## src/rtl/gpio_pkg.sv

```systemverilog
package gpio_pkg;
   localparam int PU_N_BIT  = 7;   // option bit: pull-ups disabled when 1
   localparam int EDGE_BIT  = 6;   // option bit: 1 rising, 0 falling
   localparam logic [8:0] REG_PORT = 9'h006;
   localparam logic [8:0] REG_DIR  = 9'h086;
   localparam logic [8:0] REG_OPT  = 9'h081;
   localparam logic [8:0] MIRROR   = 9'h100;
endpackage

```

## src/rtl/gpio_sync.sv

```systemverilog
module gpio_sync #(
   parameter int W      = 8,
   parameter int STAGES = 2
) (
   input  logic         clk,
   input  logic         rst_n,
   input  logic [W-1:0] d,
   output logic [W-1:0] q
);
   generate
      if (STAGES == 0) begin : g_bypass
         assign q = d;
      end else begin : g_chain
         logic [W-1:0] stg [STAGES];
         always_ff @(posedge clk) begin
            if (!rst_n) stg[0] <= '0;
            else        stg[0] <= d;
         end
         for (genvar k = 1; k < STAGES; k++) begin : g_stage
            always_ff @(posedge clk) begin
               if (!rst_n) stg[k] <= '0;
               else        stg[k] <= stg[k-1];
            end
         end
         assign q = stg[STAGES-1];
      end
   endgenerate
endmodule

```

## src/rtl/gpio_regs.sv

```systemverilog
module gpio_regs #(
   parameter int W  = 8,
   parameter int AW = 9,
   parameter logic [AW-1:0] A_PORT = 9'h006,
   parameter logic [AW-1:0] A_DIR  = 9'h086,
   parameter logic [AW-1:0] A_OPT  = 9'h081,
   parameter logic [AW-1:0] A_MIR  = 9'h100
) (
   input  logic          clk,
   input  logic          rst_n,
   input  logic [AW-1:0] addr,
   input  logic          wr,
   input  logic          rd,
   input  logic [W-1:0]  wdata,
   input  logic [W-1:0]  pins_s,
   output logic [W-1:0]  rdata,
   output logic [W-1:0]  dat_q,
   output logic [W-1:0]  dir_q,
   output logic [W-1:0]  opt_q,
   output logic          port_rd
);
   logic hit_port, hit_dir, hit_opt;

   assign hit_port = (addr == A_PORT) || (addr == (A_PORT | A_MIR));
   assign hit_dir  = (addr == A_DIR)  || (addr == (A_DIR  | A_MIR));
   assign hit_opt  = (addr == A_OPT)  || (addr == (A_OPT  | A_MIR));

   // output latch keeps its value across reset
   always_ff @(posedge clk) begin
      if (wr && hit_port) dat_q <= wdata;
   end

   always_ff @(posedge clk) begin
      if (!rst_n) begin
         dir_q <= '1;
         opt_q <= '1;
      end else if (wr) begin
         if (hit_dir) dir_q <= wdata;
         if (hit_opt) opt_q <= wdata;
      end
   end

   always_comb begin
      rdata = '0;
      if (rd) begin
         if (hit_port)     rdata = pins_s;
         else if (hit_dir) rdata = dir_q;
         else if (hit_opt) rdata = opt_q;
      end
   end

   assign port_rd = rd && hit_port;
endmodule

```

## src/rtl/gpio_chg.sv

```systemverilog
module gpio_chg #(
   parameter int NB = 4
) (
   input  logic          clk,
   input  logic          rst_n,
   input  logic [NB-1:0] pins_hi,
   input  logic [NB-1:0] dir_hi,
   input  logic          capture,
   input  logic          clr,
   output logic          flag
);
   logic [NB-1:0] snap;
   logic          mism;

   assign mism = |((pins_hi ^ snap) & dir_hi);

   always_ff @(posedge clk) begin
      if (!rst_n) begin
         snap <= '0;
         flag <= 1'b0;
      end else begin
         if (capture) snap <= pins_hi;
         flag <= mism | (flag & ~clr);
      end
   end
endmodule

```

## src/rtl/gpio_edge.sv

```systemverilog
module gpio_edge (
   input  logic clk,
   input  logic rst_n,
   input  logic pin,
   input  logic rise_sel,
   input  logic clr,
   output logic flag
);
   logic prev, hit;

   assign hit = rise_sel ? (pin & ~prev) : (~pin & prev);

   always_ff @(posedge clk) begin
      if (!rst_n) begin
         prev <= 1'b0;
         flag <= 1'b0;
      end else begin
         prev <= pin;
         flag <= hit | (flag & ~clr);
      end
   end
endmodule

```

## src/rtl/gpio_chg_port.sv

```systemverilog
module gpio_chg_port
   import gpio_pkg::*;
#(
   parameter int PORT_W = 8,
   parameter int ADDR_W = 9,
   parameter int CHG_LO = 4,
   parameter int SYNC_N = 2
) (
   input  logic              clk,
   input  logic              rst_n,
   input  logic [ADDR_W-1:0] bus_addr,
   input  logic              bus_wr,
   input  logic              bus_rd,
   input  logic [PORT_W-1:0] bus_wdata,
   output logic [PORT_W-1:0] bus_rdata,
   input  logic [PORT_W-1:0] pad_in,
   output logic [PORT_W-1:0] pad_out,
   output logic [PORT_W-1:0] pad_oe,
   output logic [PORT_W-1:0] pad_pu,
   input  logic              chg_clr,
   output logic              chg_flag,
   input  logic              ext_clr,
   output logic              ext_flag
);
   localparam int NB = PORT_W - CHG_LO;

   generate
      if (CHG_LO < 1 || CHG_LO >= PORT_W) begin : g_bad_lo
         $error("CHG_LO must lie inside the port");
      end
      if (PORT_W <= PU_N_BIT) begin : g_bad_w
         $error("PORT_W too narrow for option bits");
      end
      if (ADDR_W != 9) begin : g_bad_aw
         $error("ADDR_W must be 9 for the register map");
      end
   endgenerate

   logic [PORT_W-1:0] pins_s, dat_q, dir_q, opt_q;
   logic              port_rd;

   gpio_sync #(.W(PORT_W), .STAGES(SYNC_N)) u_sync (
      .clk(clk), .rst_n(rst_n), .d(pad_in), .q(pins_s)
   );

   gpio_regs #(
      .W(PORT_W), .AW(ADDR_W),
      .A_PORT(REG_PORT), .A_DIR(REG_DIR), .A_OPT(REG_OPT), .A_MIR(MIRROR)
   ) u_regs (
      .clk(clk), .rst_n(rst_n), .addr(bus_addr), .wr(bus_wr), .rd(bus_rd),
      .wdata(bus_wdata), .pins_s(pins_s), .rdata(bus_rdata),
      .dat_q(dat_q), .dir_q(dir_q), .opt_q(opt_q), .port_rd(port_rd)
   );

   gpio_chg #(.NB(NB)) u_chg (
      .clk(clk), .rst_n(rst_n),
      .pins_hi(pins_s[PORT_W-1:CHG_LO]), .dir_hi(dir_q[PORT_W-1:CHG_LO]),
      .capture(port_rd), .clr(chg_clr), .flag(chg_flag)
   );

   gpio_edge u_edge (
      .clk(clk), .rst_n(rst_n), .pin(pins_s[0]), .rise_sel(opt_q[EDGE_BIT]),
      .clr(ext_clr), .flag(ext_flag)
   );

   assign pad_out = dat_q;
   assign pad_oe  = ~dir_q;

   generate
      for (genvar i = 0; i < PORT_W; i++) begin : g_pu
         assign pad_pu[i] = dir_q[i] & ~opt_q[PU_N_BIT];
      end
   endgenerate
endmodule

```

## config.mk

```make
export PLATFORM = sky130hd
export DESIGN_NAME = gpio_chg_port
export DESIGN_NICKNAME = d
export VERILOG_FILES = /design/src/rtl/gpio_pkg.sv /design/src/rtl/gpio_sync.sv /design/src/rtl/gpio_regs.sv /design/src/rtl/gpio_chg.sv /design/src/rtl/gpio_edge.sv /design/src/rtl/gpio_chg_port.sv
export SDC_FILE = /design/constraint.sdc
export NUM_CORES = 1
export LEC_CHECK = 0
export CAP_MARGIN = 40
export CORE_UTILIZATION = 49
export CTS_CLUSTER_SIZE = 14
export DETAILED_ROUTE_END_ITERATION = 10
export PLACE_DENSITY = 0.84
export SLEW_MARGIN = 40
export SYNTH_ARGS = -nofsm -noshare
export SYNTH_HDL_FRONTEND = slang
export SYNTH_SLANG_ARGS = --single-unit
```

## constraint.sdc

```tcl
create_clock -name clk -period 3.15 [get_ports clk]
set_input_delay 0.63 -clock clk [delete_from_list [all_inputs] [get_ports clk]]
set_output_delay 0.63 -clock clk [all_outputs]
set_load 0.05 [all_outputs]
```

# ---- After elaboration in Yosys (flattened, before gate mapping)
# Memories as Yosys holds them, arrays and structs flattened.
# Cells that the tools add are included.
dict set report totals {
  ram_bits 16
  elab_cells 55
  input_bits 31
  output_inout_bits 34
  mem_count 1
  register_bits 31
}
dict set report op_classes {
  n_mux 9
  bitwise 24
  n_reduce_logical 8
  eq_ne 6
}
# memory words width rd rd_ports_with_merged_regs write_ports line_no
set memory_table {}
lappend memory_table {u_sync.g_chain.stg 2 8 2 0 2 gpio_sync.sv:14} ;# logic [W-1:0] stg [STAGES];
# op n
set op_table {}
lappend op_table {{2-to-1 mux 8 bit} 6}
lappend op_table {{equality test 9 bit, second input constant} 3}
lappend op_table {{equality test 9 x 8 -> 1 bit, second input constant} 2}
lappend op_table {{AND 1 bit} 12}
lappend op_table {{equality test 9 x 3 -> 1 bit, second input constant} 1}
lappend op_table {{inverter 8 bit} 1}
lappend op_table {{inverter 1 bit} 5}
lappend op_table {{AND 4 bit} 1}
lappend op_table {{OR 1 bit} 4}
lappend op_table {{AND reduction 2 bit} 2}
lappend op_table {{OR reduction 4 bit} 1}
lappend op_table {{bitwise XOR 4 bit} 1}
lappend op_table {{logical OR 1 bit} 3}
lappend op_table {{2-to-1 mux 1 bit} 3}
lappend op_table {{logical AND 1 bit} 2}

# ---- Depth between registers and ports, before layout
dict set report logic_depth {
  ltp_word 6
  ltp_mapped 5
  depth_no_buf 3
}

# ---- By module
# A second synthesis with hierarchy kept.
dict set report unflattened {
  cells_unflattened 221
  hier_area_um2 2167.1
}
# mod area_per_inst_um2 cells_per_inst seq_area_each_um2 n_inst
set by_module_without_submodules {}
lappend by_module_without_submodules {gpio_regs 1328.8 143 560.5 1}
lappend by_module_without_submodules {gpio_sync 446.7 33 320.3 1}
lappend by_module_without_submodules {gpio_chg 234.0 22 100.1 1}
lappend by_module_without_submodules {gpio_chg_port 80.1 16 0.0 1}
lappend by_module_without_submodules {gpio_edge 77.6 7 40.0 1}

# ---- Worst setup path after synthesis
# No wires, ideal clock.
dict set report synth_path {
  path_type {input to output}
  start {input bus_addr[6]}
  end {output bus_rdata[4]}
  path_stages 4
  t_arrival_ps 2425
  required_time_ps 2520
  path_buffers 1
  slack_ps 95
  path_cell_list {buf_6 -> nor3b_2 -> nand2_2 -> o21ai_0}
}
dict set report synth_via {
  elab_chain_len 6
  elab_cells_between_ends 13
  cone_classes {6 x eq/ne; 4 x mux; 3 x reduce/logical}
}
# item line_no
set synth_rtl {}
lappend synth_rtl {{from (decl)} gpio_chg_port.sv:11} ;# input logic [ADDR_W-1:0] bus_addr,
lappend synth_rtl {{equality test 9 x 8 -> 1 bit or equality test 9 bit (tied branches)} gpio_regs.sv:26} ;# assign hit_opt = (addr == A_OPT) || (addr == (A_OPT | A_MIR));
lappend synth_rtl {{logical OR 1 bit} gpio_regs.sv:26}
lappend synth_rtl {{2-to-1 mux 8 bit} gpio_regs.sv:48} ;# else if (hit_opt) rdata = opt_q;
lappend synth_rtl {{2-to-1 mux 8 bit} gpio_regs.sv:47} ;# else if (hit_dir) rdata = dir_q;
lappend synth_rtl {{2-to-1 mux 8 bit *} gpio_regs.sv:46} ;# if (hit_port) rdata = pins_s;
lappend synth_rtl {{2-to-1 mux 8 bit *} gpio_regs.sv:45} ;# if (rd) begin
lappend synth_rtl {{to (decl)} gpio_chg_port.sv:15} ;# output logic [PORT_W-1:0] bus_rdata,
# Every way passes the cells marked *; elsewhere a longest branch is shown, timed or not.

# ---- Worst setup path in the final report
dict set report layout_path {
  start {input bus_addr[5]}
  end {output bus_rdata[6]}
}
# The elaborated chain is that of the path after synthesis.

==> results.md <==
- R2r setup slk: 2.12 ns
- Post-DR vias/cell: 5.88
- Worst ir drop on vdd: 309 uV
- CP Data Required Time: 2.52 ns
- Crit-path max cell delay: 0.47 ns
- Commonest non-fill, non-tap cell in the layout: clkdlybuf4s50_1
- CTS Hold Bufs: 0
- Async set or reset register ratio after synthesis: 0%
- Layout area overhead: 40.4%
- CP max-delay cell: clkdlybuf4s50_1
- Ports: 65
- Share of the synthesized area in the top cell type: 37.7%
- # fillers: 291
- Max_cap viols: 0
- DRT iter0 DRCs: 164
- Worst Path Arrival: 2.36 ns
- Final RePlAce weighted congestion: 0.896
- Tmin final: 2.99 ns
- Flops & latches, synth: 47
- Layout cells sized above 1: 14.7%
- Initial core utilization: 51.4%
- Final period utilization: 95.0%
- Post-synth EDFFs: 8
- Hold Crit Start: u_sync.g_chain.stg[0][2]
- Worst hold slack: 0.436 ns
- Clock Latency Late Sink: 0.31 ns
- Least-Margin Pin Slew: 0.694 ns
- Clk buf depth: 2
- Critical path launch point type: input pin
- Global route overflow: 0
- Chip Height: 67.0 microns
- TritonCTS clock tree: yes
- Status: completed
- Max transition margin: 53.7%
- Final Setup Violations: 0
- Synth top area cells: dfxtp_1 (38%), edfxtp_1 (12%), nor4_2 (5.4%), a31oi_1 (5.1%), and2_1 (5.1%)
- Pre-CTS setup slack: 0.211 ns
- CP bufs+invs: 2
- Worst setup path class: input pin to output port
- First-pass GRT wire length: 7.82 mm
- Reg2reg start: u_chg.snap[1]
- Worst path cell trace: clkdlybuf4s50_1, nor3b_2, nand2_2, o21ai_0, buf_12
- TNS Setup: 0 ns
- CORE AREA: 0.00403 sq mm
- Hold WC Path Type: flop to flop
- # rows: 23
- Detailed Place HPWL: 3.40 mm
- Diodes inserted: 0
- Critical path peak fanout: 8
- Overall power: 1190 uW
- DRT Pass-1 Iters: 4
- H-tree levels: 2
- Vias in the first global route: 1,642
- Final hold violations: 0
- Slew Limit Fails: 0
- Fin nets: 295
- Highest Clock Rate: 334 MHz
- Setup crit start: bus_addr[5]
- Worst setup EP type: output port
- RSZ-0062 raised after global routing: false
- TritonCTS Buffers: 5
- Wire per inst: 15.5 microns
- CP top delay family: buffers and inverters
- YS warnings: 0
- Largest net degree at the start of global routing: 20
- Initial antenna violation count: 0
- Synthesized area: 0.00207 sq mm
- Seq/Total Area, Yosys: 49.3%
- Post-Route WL: 4.89 mm
- Vias: 1,853
- Cell area after layout: 0.00291 sq mm
- DRC violations left: 0
- Post-Syn Nets: 235
- Cells after Synth: 204
- Top cell type by total area after synthesis: dfxtp_1
- CTS sink cnt: 47
- Die X: 67.0 microns
- Final worst-path setup slack: 0.156 ns
- Leak: 0.00111 uW
- Clk slew on worst S/H paths: 0.08 ns
- Cell variety after synth: 35
- Overall Global Routing Usage: 23.7%
- Avg Cell Area, Syn: 10.1 sq um
- Die area: 0.00449 sq mm
- CTS root buf: clkbuf_8
- Port Buffer Count: 63
- Post_cts resized: 0
- Prevailing post-synth register cell: dfxtp_1
- Detail Route Antenna Nets: 0
- Most frequent cells in the layout: clkdlybuf4s50_1 (55), dfxtp_1 (39), a31oi_1 (17), and2_1 (17), o21ai_1 (13)
- Power density over the cells: 410 mW/mm^2
- Post-CTS Setup Bufs: 0
- Placement Cell Area: 0.00280 sq mm
- Clock Skew: 0.00834 ns
## per-stage QoR
step / util [%] / instances
2_1_floorplan: - / 204
5_1_grt: 72.1 / 315
6_report: 72.1 / 315
4_1_cts: 72.1 / 315
3_3_place_gp: 69.4 / 307
3_5_place_dp: 69.4 / 307
## flip-flops by register name, indices dropped and copies added, names as in the netlist
name / flops
u_chg.flag: 1
u_edge.prev: 1
u_edge.flag: 1
u_sync.g_chain.stg: 16
u_regs.dir_q: 8
u_chg.snap: 4
u_regs.dat_q: 8
u_regs.opt_q: 8
## where the power goes
group / switching (uW) / total (uW) / internal, uW
clock network: 205 / 442 / 237
registers: 4.36 / 626 / 621
logic: 64.1 / 125 / 60.6
## per-layer routing
metal	vias to the layer above	global-route usage, %	part of all wire [%]
li1	876	-	-
met1	866	30.2	42
met2	101	36.5	48
met3	10	7.02	9.1
met4	0	10.6	1.5
met5	-	0	0
## logic make-up after synthesis
kind of cell,count (synthesis),share of synthesized area (%)
and+or+nand+nor,67,24.3
xor gates and xnor gates,4,1.69
buffers and inverters,26,6.47
DFF,47,49.3
AOI/OAI and AO/OA,60,18.2
## synth_stat cells (5+ instances only)
library cell,count
nor4_1,7
nor2_1,10
and2_1,17
o21ai_0,7
clkbuf_1,7
buf_2,5
dfxtp_1,39
edfxtp_1,8
a21oi_1,6
nor4_2,9
inv_1,9
a22oi_1,8
o21ai_1,13
a31oi_1,17
## final cells by class
type                       count  area (sq um)  share of cell area (%)
sequential                    47          1020                    35.1
multi-input combinational    131           915                    31.5
timing repair buffer          70           763                    26.3
clock buffer                   5          68.8                    2.37
tap                           50          62.6                    2.15
clock inverter                 3          42.5                    1.46
inverter                       9          33.8                    1.16
## path summary, 6_finish.rpt
kind / depth (start not counted) / end
worst max-delay path: 5 / bus_rdata[6]
worst min-delay path: 1 / u_sync.g_chain.stg[1][2]
worst max register to register: 3 / u_chg.flag
worst min register to register: 1 / u_sync.g_chain.stg[1][2]
Power figures use the tool's default switching activity.
